[src/rtl/frgate_pkg.sv]
package frgate_pkg;

  // Control to datapath strobes
  typedef struct packed {
    logic releaseStb;
    logic dropStb;
  } gateStrobe_t;

  // Datapath to control status
  typedef struct packed {
    logic synced;
    logic due;
    logic late;
    logic gapOpen;
  } gateStatus_t;

endpackage

[src/rtl/frgate_timebase.sv]
module frgate_timebase #(
  parameter int SEC_W         = 32,
  parameter int TICKS_PER_SEC = 6400000,
  localparam int SUB_W        = $clog2(TICKS_PER_SEC)
) (
  input  logic             clk,
  input  logic             rstN,
  input  logic             tickEn,
  input  logic             ppsIn,
  input  logic [SEC_W-1:0] gpsSec,
  input  logic             gpsLock,
  output logic [SUB_W-1:0] subCnt,
  output logic [SEC_W-1:0] secCnt,
  output logic             synced
);

  localparam logic [SUB_W-1:0] SUB_LAST = SUB_W'(TICKS_PER_SEC - 1);

  always_ff @(posedge clk) begin
    if (!rstN) begin
      subCnt <= '0;
      secCnt <= '0;
    end else if (ppsIn) begin
      subCnt <= '0;
      secCnt <= gpsSec;
    end else if (tickEn) begin
      if (subCnt == SUB_LAST) begin
        subCnt <= '0;
        secCnt <= secCnt + 1'b1;
      end else begin
        subCnt <= subCnt + 1'b1;
      end
    end
  end

  always_ff @(posedge clk) begin
    if (!rstN)          synced <= 1'b0;
    else if (!gpsLock)  synced <= 1'b0;
    else if (ppsIn)     synced <= 1'b1;
  end

  assert_pps_zero_R1: assert property (@(posedge clk) disable iff (!rstN)
    ppsIn |=> (subCnt == '0));

  assert_sub_range_R1: assert property (@(posedge clk) disable iff (!rstN)
    subCnt <= SUB_LAST);

  assert_lock_loss_R7: assert property (@(posedge clk) disable iff (!rstN)
    !gpsLock |=> !synced);

endmodule

[src/rtl/frgate_datapath.sv]
module frgate_datapath
  import frgate_pkg::*;
#(
  parameter int SEC_W           = 32,
  parameter int TICKS_PER_SEC   = 6400000,
  parameter int FRAME_TICKS     = 614400,
  parameter int DLY_W           = 27,
  parameter int DELAY_MAX_TICKS = 102393600,
  localparam int SUB_W          = $clog2(TICKS_PER_SEC)
) (
  input  logic             clk,
  input  logic             rstN,
  input  logic             tickEn,
  input  logic             ppsIn,
  input  logic [SEC_W-1:0] gpsSec,
  input  logic             gpsLock,
  input  logic [DLY_W-1:0] delayTicks,
  input  logic [SEC_W-1:0] frameSec,
  input  logic [SUB_W-1:0] frameSub,
  input  gateStrobe_t      strobe,
  output gateStatus_t      status
);

  localparam int WIDE_W    = (SUB_W > DLY_W) ? SUB_W : DLY_W;
  localparam int TIME_W    = SEC_W + WIDE_W + 2;
  localparam int GAP_TICKS = FRAME_TICKS / 2;
  localparam int GAP_W     = $clog2(GAP_TICKS + 1);
  localparam logic [DLY_W-1:0] DLY_LIMIT = DLY_W'(DELAY_MAX_TICKS);

  logic [SUB_W-1:0]  subCnt;
  logic [SEC_W-1:0]  secCnt;
  logic              synced;
  logic [DLY_W-1:0]  effDelay;
  logic [TIME_W-1:0] nowTime;
  logic [TIME_W-1:0] schedTime;
  logic [GAP_W-1:0]  gapCnt;

  frgate_timebase #(
    .SEC_W         (SEC_W),
    .TICKS_PER_SEC (TICKS_PER_SEC)
  ) timebase_i (
    .clk     (clk),
    .rstN    (rstN),
    .tickEn  (tickEn),
    .ppsIn   (ppsIn),
    .gpsSec  (gpsSec),
    .gpsLock (gpsLock),
    .subCnt  (subCnt),
    .secCnt  (secCnt),
    .synced  (synced)
  );

  // Delay limited to the maximum
  always_comb begin
    effDelay = (delayTicks > DLY_LIMIT) ? DLY_LIMIT : delayTicks;
  end

  always_comb begin
    nowTime   = TIME_W'(secCnt) * TIME_W'(TICKS_PER_SEC) + TIME_W'(subCnt);
    schedTime = TIME_W'(frameSec) * TIME_W'(TICKS_PER_SEC) + TIME_W'(frameSub)
              + TIME_W'(effDelay);
  end

  // Discard pacing window
  always_ff @(posedge clk) begin
    if (!rstN)                          gapCnt <= '0;
    else if (strobe.dropStb)            gapCnt <= GAP_W'(GAP_TICKS);
    else if (tickEn && gapCnt != '0)    gapCnt <= gapCnt - 1'b1;
  end

  always_comb begin
    status.synced  = synced;
    status.due     = (nowTime == schedTime);
    status.late    = (nowTime > schedTime);
    status.gapOpen = (gapCnt == '0);
  end

  assert_gap_closes_R6: assert property (@(posedge clk) disable iff (!rstN)
    strobe.dropStb |=> !status.gapOpen);

  assert_delay_limit_R2: assert property (@(posedge clk) disable iff (!rstN)
    effDelay <= DLY_LIMIT);

endmodule

[src/rtl/frgate_control.sv]
module frgate_control
  import frgate_pkg::*;
(
  input  logic        clk,
  input  logic        rstN,
  input  logic        frameValid,
  input  logic        lockReq,
  input  logic        gpsLock,
  input  gateStatus_t status,
  output gateStrobe_t strobe,
  output logic        frameRelease,
  output logic        frameDrop,
  output logic        txEnable,
  output logic        frameMark
);

  logic armed;

  always_comb begin
    armed             = frameValid && status.synced;
    strobe.releaseStb = armed && status.due;
    strobe.dropStb    = armed && status.late && status.gapOpen;
    frameRelease      = strobe.releaseStb;
    frameDrop         = strobe.dropStb;
  end

  always_ff @(posedge clk) begin
    if (!rstN) begin
      txEnable  <= 1'b0;
      frameMark <= 1'b0;
    end else begin
      txEnable  <= !(lockReq && !gpsLock);
      frameMark <= strobe.releaseStb;
    end
  end

  assert_one_decision_R3: assert property (@(posedge clk) disable iff (!rstN)
    !(frameRelease && frameDrop));

  assert_unsynced_quiet_R7: assert property (@(posedge clk) disable iff (!rstN)
    !status.synced |-> !(frameRelease || frameDrop));

  assert_mark_follows_R9: assert property (@(posedge clk) disable iff (!rstN)
    frameRelease |=> frameMark);

  assert_tx_gated_R8: assert property (@(posedge clk) disable iff (!rstN)
    (lockReq && !gpsLock) |=> !txEnable);

endmodule

[src/rtl/frgate_top.sv]
module frgate_top
  import frgate_pkg::*;
#(
  parameter int SEC_W           = 32,
  parameter int TICKS_PER_SEC   = 6400000,
  parameter int FRAME_TICKS     = 614400,
  parameter int DLY_W           = 27,
  parameter int DELAY_MAX_TICKS = 102393600
) (
  input  logic                             clk,
  input  logic                             rstN,
  input  logic                             tickEn,
  input  logic                             ppsIn,
  input  logic [SEC_W-1:0]                 gpsSec,
  input  logic                             gpsLock,
  input  logic                             lockReq,
  input  logic [DLY_W-1:0]                 delayTicks,
  input  logic                             frameValid,
  input  logic [SEC_W-1:0]                 frameSec,
  input  logic [$clog2(TICKS_PER_SEC)-1:0] frameSub,
  output logic                             frameRelease,
  output logic                             frameDrop,
  output logic                             txEnable,
  output logic                             frameMark
);

  gateStrobe_t strobe;
  gateStatus_t status;

  frgate_datapath #(
    .SEC_W           (SEC_W),
    .TICKS_PER_SEC   (TICKS_PER_SEC),
    .FRAME_TICKS     (FRAME_TICKS),
    .DLY_W           (DLY_W),
    .DELAY_MAX_TICKS (DELAY_MAX_TICKS)
  ) datapath_i (
    .clk        (clk),
    .rstN       (rstN),
    .tickEn     (tickEn),
    .ppsIn      (ppsIn),
    .gpsSec     (gpsSec),
    .gpsLock    (gpsLock),
    .delayTicks (delayTicks),
    .frameSec   (frameSec),
    .frameSub   (frameSub),
    .strobe     (strobe),
    .status     (status)
  );

  frgate_control control_i (
    .clk          (clk),
    .rstN         (rstN),
    .frameValid   (frameValid),
    .lockReq      (lockReq),
    .gpsLock      (gpsLock),
    .status       (status),
    .strobe       (strobe),
    .frameRelease (frameRelease),
    .frameDrop    (frameDrop),
    .txEnable     (txEnable),
    .frameMark    (frameMark)
  );

endmodule

[config.mk]
export PLATFORM = sky130hd
export DESIGN_NAME = frgate_top
export DESIGN_NICKNAME = d
export VERILOG_FILES = /design/src/rtl/frgate_pkg.sv /design/src/rtl/frgate_timebase.sv /design/src/rtl/frgate_datapath.sv /design/src/rtl/frgate_control.sv /design/src/rtl/frgate_top.sv
export SDC_FILE = /design/constraint.sdc
export NUM_CORES = 1
export LEC_CHECK = 0
export BUFFER_PORTS_ARGS = -buffer_cell sky130_fd_sc_hd__buf_2
export CORE_ASPECT_RATIO = 1.1
export CORE_MARGIN = 4
export CORE_UTILIZATION = 55
export CTS_BUF_LIST = sky130_fd_sc_hd__clkbuf_4 sky130_fd_sc_hd__clkbuf_8 sky130_fd_sc_hd__clkbuf_16
export CTS_CLUSTER_DIAMETER = 120
export DETAILED_ROUTE_END_ITERATION = 10
export GPL_TIMING_DRIVEN = 0
export MAX_ROUTING_LAYER = met4
export PLACE_DENSITY = 0.74
export SLEW_MARGIN = 20
export SYNTH_ARGS = -nofsm -noshare
export SYNTH_HDL_FRONTEND = slang
export SYNTH_HIERARCHICAL = 1
export SYNTH_SLANG_ARGS = --single-unit
[constraint.sdc]
create_clock -name clk -period 7.65 [get_ports clk]
set_clock_uncertainty 0.05 [all_clocks]
set_input_delay 0 -clock clk [delete_from_list [all_inputs] [get_ports clk]]
set_output_delay 0 -clock clk [all_outputs]
set_load 0.03 [all_outputs]
==> summary.md <==
| Metric | Value |
|---|---|
| First-pass iteration count of the detailed router | `7` |
| # rows | `78` |
| Total grt overflow | `0` |
| GR Layer Usage met2 | `49.1%` |
| Post-DP Area | `24500 µm²` |
| Most common cell on crit path | `a21o_1` |
| Kind of critical path | `flip-flop to flip-flop` |
| Ys Warns | `6` |
| GR Util All Layers | `27.0%` |
| Wirelength per Cell | `16.9 µm` |
| Post-Synthesis Cells | `2791` |
| Hold Vio Cnt, Final | `0` |
| Die height | `223 µm` |
| CP max stage cell | `fa_1` |
| Die Footprint | `45500 µm²` |
| Share of cells above drive strength 1 | `19.9%` |
| Pin count of the biggest net entering global routing | `16` |
| Hold crit path type | `input port to flip-flop` |
| Post-Syn Area | `23200 µm²` |
| Number of global-route vias before repair | `21.5k` |
| Max incr delay on CP | `0.52 ns` |
| Pins over their slew limit | `0` |
| DIE WIDTH | `204 µm` |
| H-tree lvl count | `3` |
| # DRC | `0` |
| Max Clk Rate | `0.129 GHz` |
| Worst slack at placement | `-1.67 ns` |
| DPL Wire Length | `48100 µm` |
| Root Buffer | `clkbuf_16` |
| Core area | `41500 µm²` |
| Final Core Density | `67.2%` |
| Failing checks | `setup timing` |
| Final #Nets | `3873` |
| Status | `finished, violations left` |
| Syn nets | `3585` |
| Synth Area per Inst | `8.30 µm²` |
| Num CTS Buffers | `9` |
| Max-cap violations | `0` |
| Post-route ant nets | `0` |
| Ports | `125` |
| Port Buffers | `124` |
| Clock Path Buffers | `2` |
| Via count | `20.6k` |
| Unrepaired setup endpoints after global routing | `yes` |
| Met3 usage | `1.19%` |
| First-pass GRT wire length | `102000 µm` |
| Slew @ Worst Pin | `0.788 ns` |
| Largest fanout on the critical path | `7` |
| Met1 GRT Util | `32.8%` |
| Crit path arrival time | `7.99 ns` |
| Final worst-path cycle share | `102%` |
| RePlAce Congestion | `0.907` |
| Worst skew pair latency | `0.34 ns` |
| CTS tree | `done` |
| CP Launch Type | `flip-flop` |
| Initial Utilization | `55.9%` |
| Clock slew at reported path FFs | `0.06 ns` |
| CTS Sinks | `77` |
| Setup ws final | `-0.121 ns` |
| Critical path capture point type | `flip-flop` |
| Via-to-Cell Ratio | `5.65` |
| # setup viols final | `18` |
| Area grow syn2layout | `20.4%` |
| Tmin final | `7.77 ns` |
| WP data required | `7.87 ns` |
| Initial antenna violation count | `0` |
| Gr busiest metal | `met2` |
| Final instance area | `27900 µm²` |
| Routed WL | `61600 µm` |
| Slew HR | `47.0%` |
| Diodes inserted | `0` |
| DRT iter0 DRCs | `1210` |
worst paths after layout:
check	from	end	slack, ns	cells past startpoint
worst max-delay path	datapath_i/timebase_i/secCnt[2]	datapath_i/gapCnt[5]	-0.12	35
worst min-delay path	tickEn	datapath_i/timebase_i/subCnt[1]	0.02	3
worst max register to register	datapath_i/timebase_i/secCnt[2]	datapath_i/gapCnt[5]	-0.12	35
worst min register to register	datapath_i/gapCnt[5]	datapath_i/gapCnt[5]	0.42	2
registers in the layout (all words and copies together) (netlist names):
register	flops
datapath_i/timebase_i/subCnt	23
control_i/frameMark	1
datapath_i/gapCnt	19
control_i/txEnable	1
datapath_i/timebase_i/synced	1
datapath_i/timebase_i/secCnt	32
cells in the final DEF (no fill, tap or decap), types with 36 or more instances in the layout:
cell,instances
dfxtp_1,46
nand4_1,55
buf_2,130
ha_4,53
nor3_1,46
nand2_1,128
a21o_1,84
o21ai_0,70
ha_1,376
a21oi_1,110
inv_1,544
xor2_1,69
dlygate4sd3_1,36
buf_4,129
fa_1,221
xnor2_1,122
nor2_1,121
nand3_1,58
critical path, delay by kind of cell, from the launching register on:
kind,cells,cell delay (ns)
fa+ha+maj,7,2.63
compound gates,13,2.53
simple gates,7,1.36
buf+inv,7,0.62
flops,1,0.37
xor+xnor,1,0.16
through the flow:
step	hold WS [ns]	TNS, ns	instances
2_1_floorplan	0.0587	0	2791
3_3_place_gp	0.140	-31.02	3475
3_5_place_dp	0.163	-32.44	3475
4_1_cts	0.0000832	0	3620
5_1_grt	0.0342	-7.33	3644
6_report	0.0160	-1.31	3644
routing by layer:
layer	share of wire, %	wire [µm]
met1	42	26100
met2	52	31800
met4	2.8	1730
met5	0	0
met3	3.1	1930
area by class of cell:
| cell class | count | area [µm²] |
|---|---|---|
| Multi-Input combinational cell | 2083 | 20900 |
| Fill cell | 3339 | 13600 |
| Inverter | 568 | 2130 |
| Timing Repair Buffer | 289 | 1980 |
| Sequential cell | 77 | 1650 |
| Tap cell | 560 | 701 |
| Buffer | 51 | 262 |
| Clock buffer | 9 | 225 |
| Clock inverter | 7 | 78.8 |
repair_timing:
item	in CTS	in global routing
gates cloned	1	0
endpoints found under the setup margin	22	21
resized for setup	275	106
hold endpoints to repair	40	0
buffers inserted	102	26
hold buffers	36	0
pin swaps	114	70
Power is left out: the tool's default activity adds up to more than one toggle a clock period on the data nets, which glitch-free logic cannot reach.
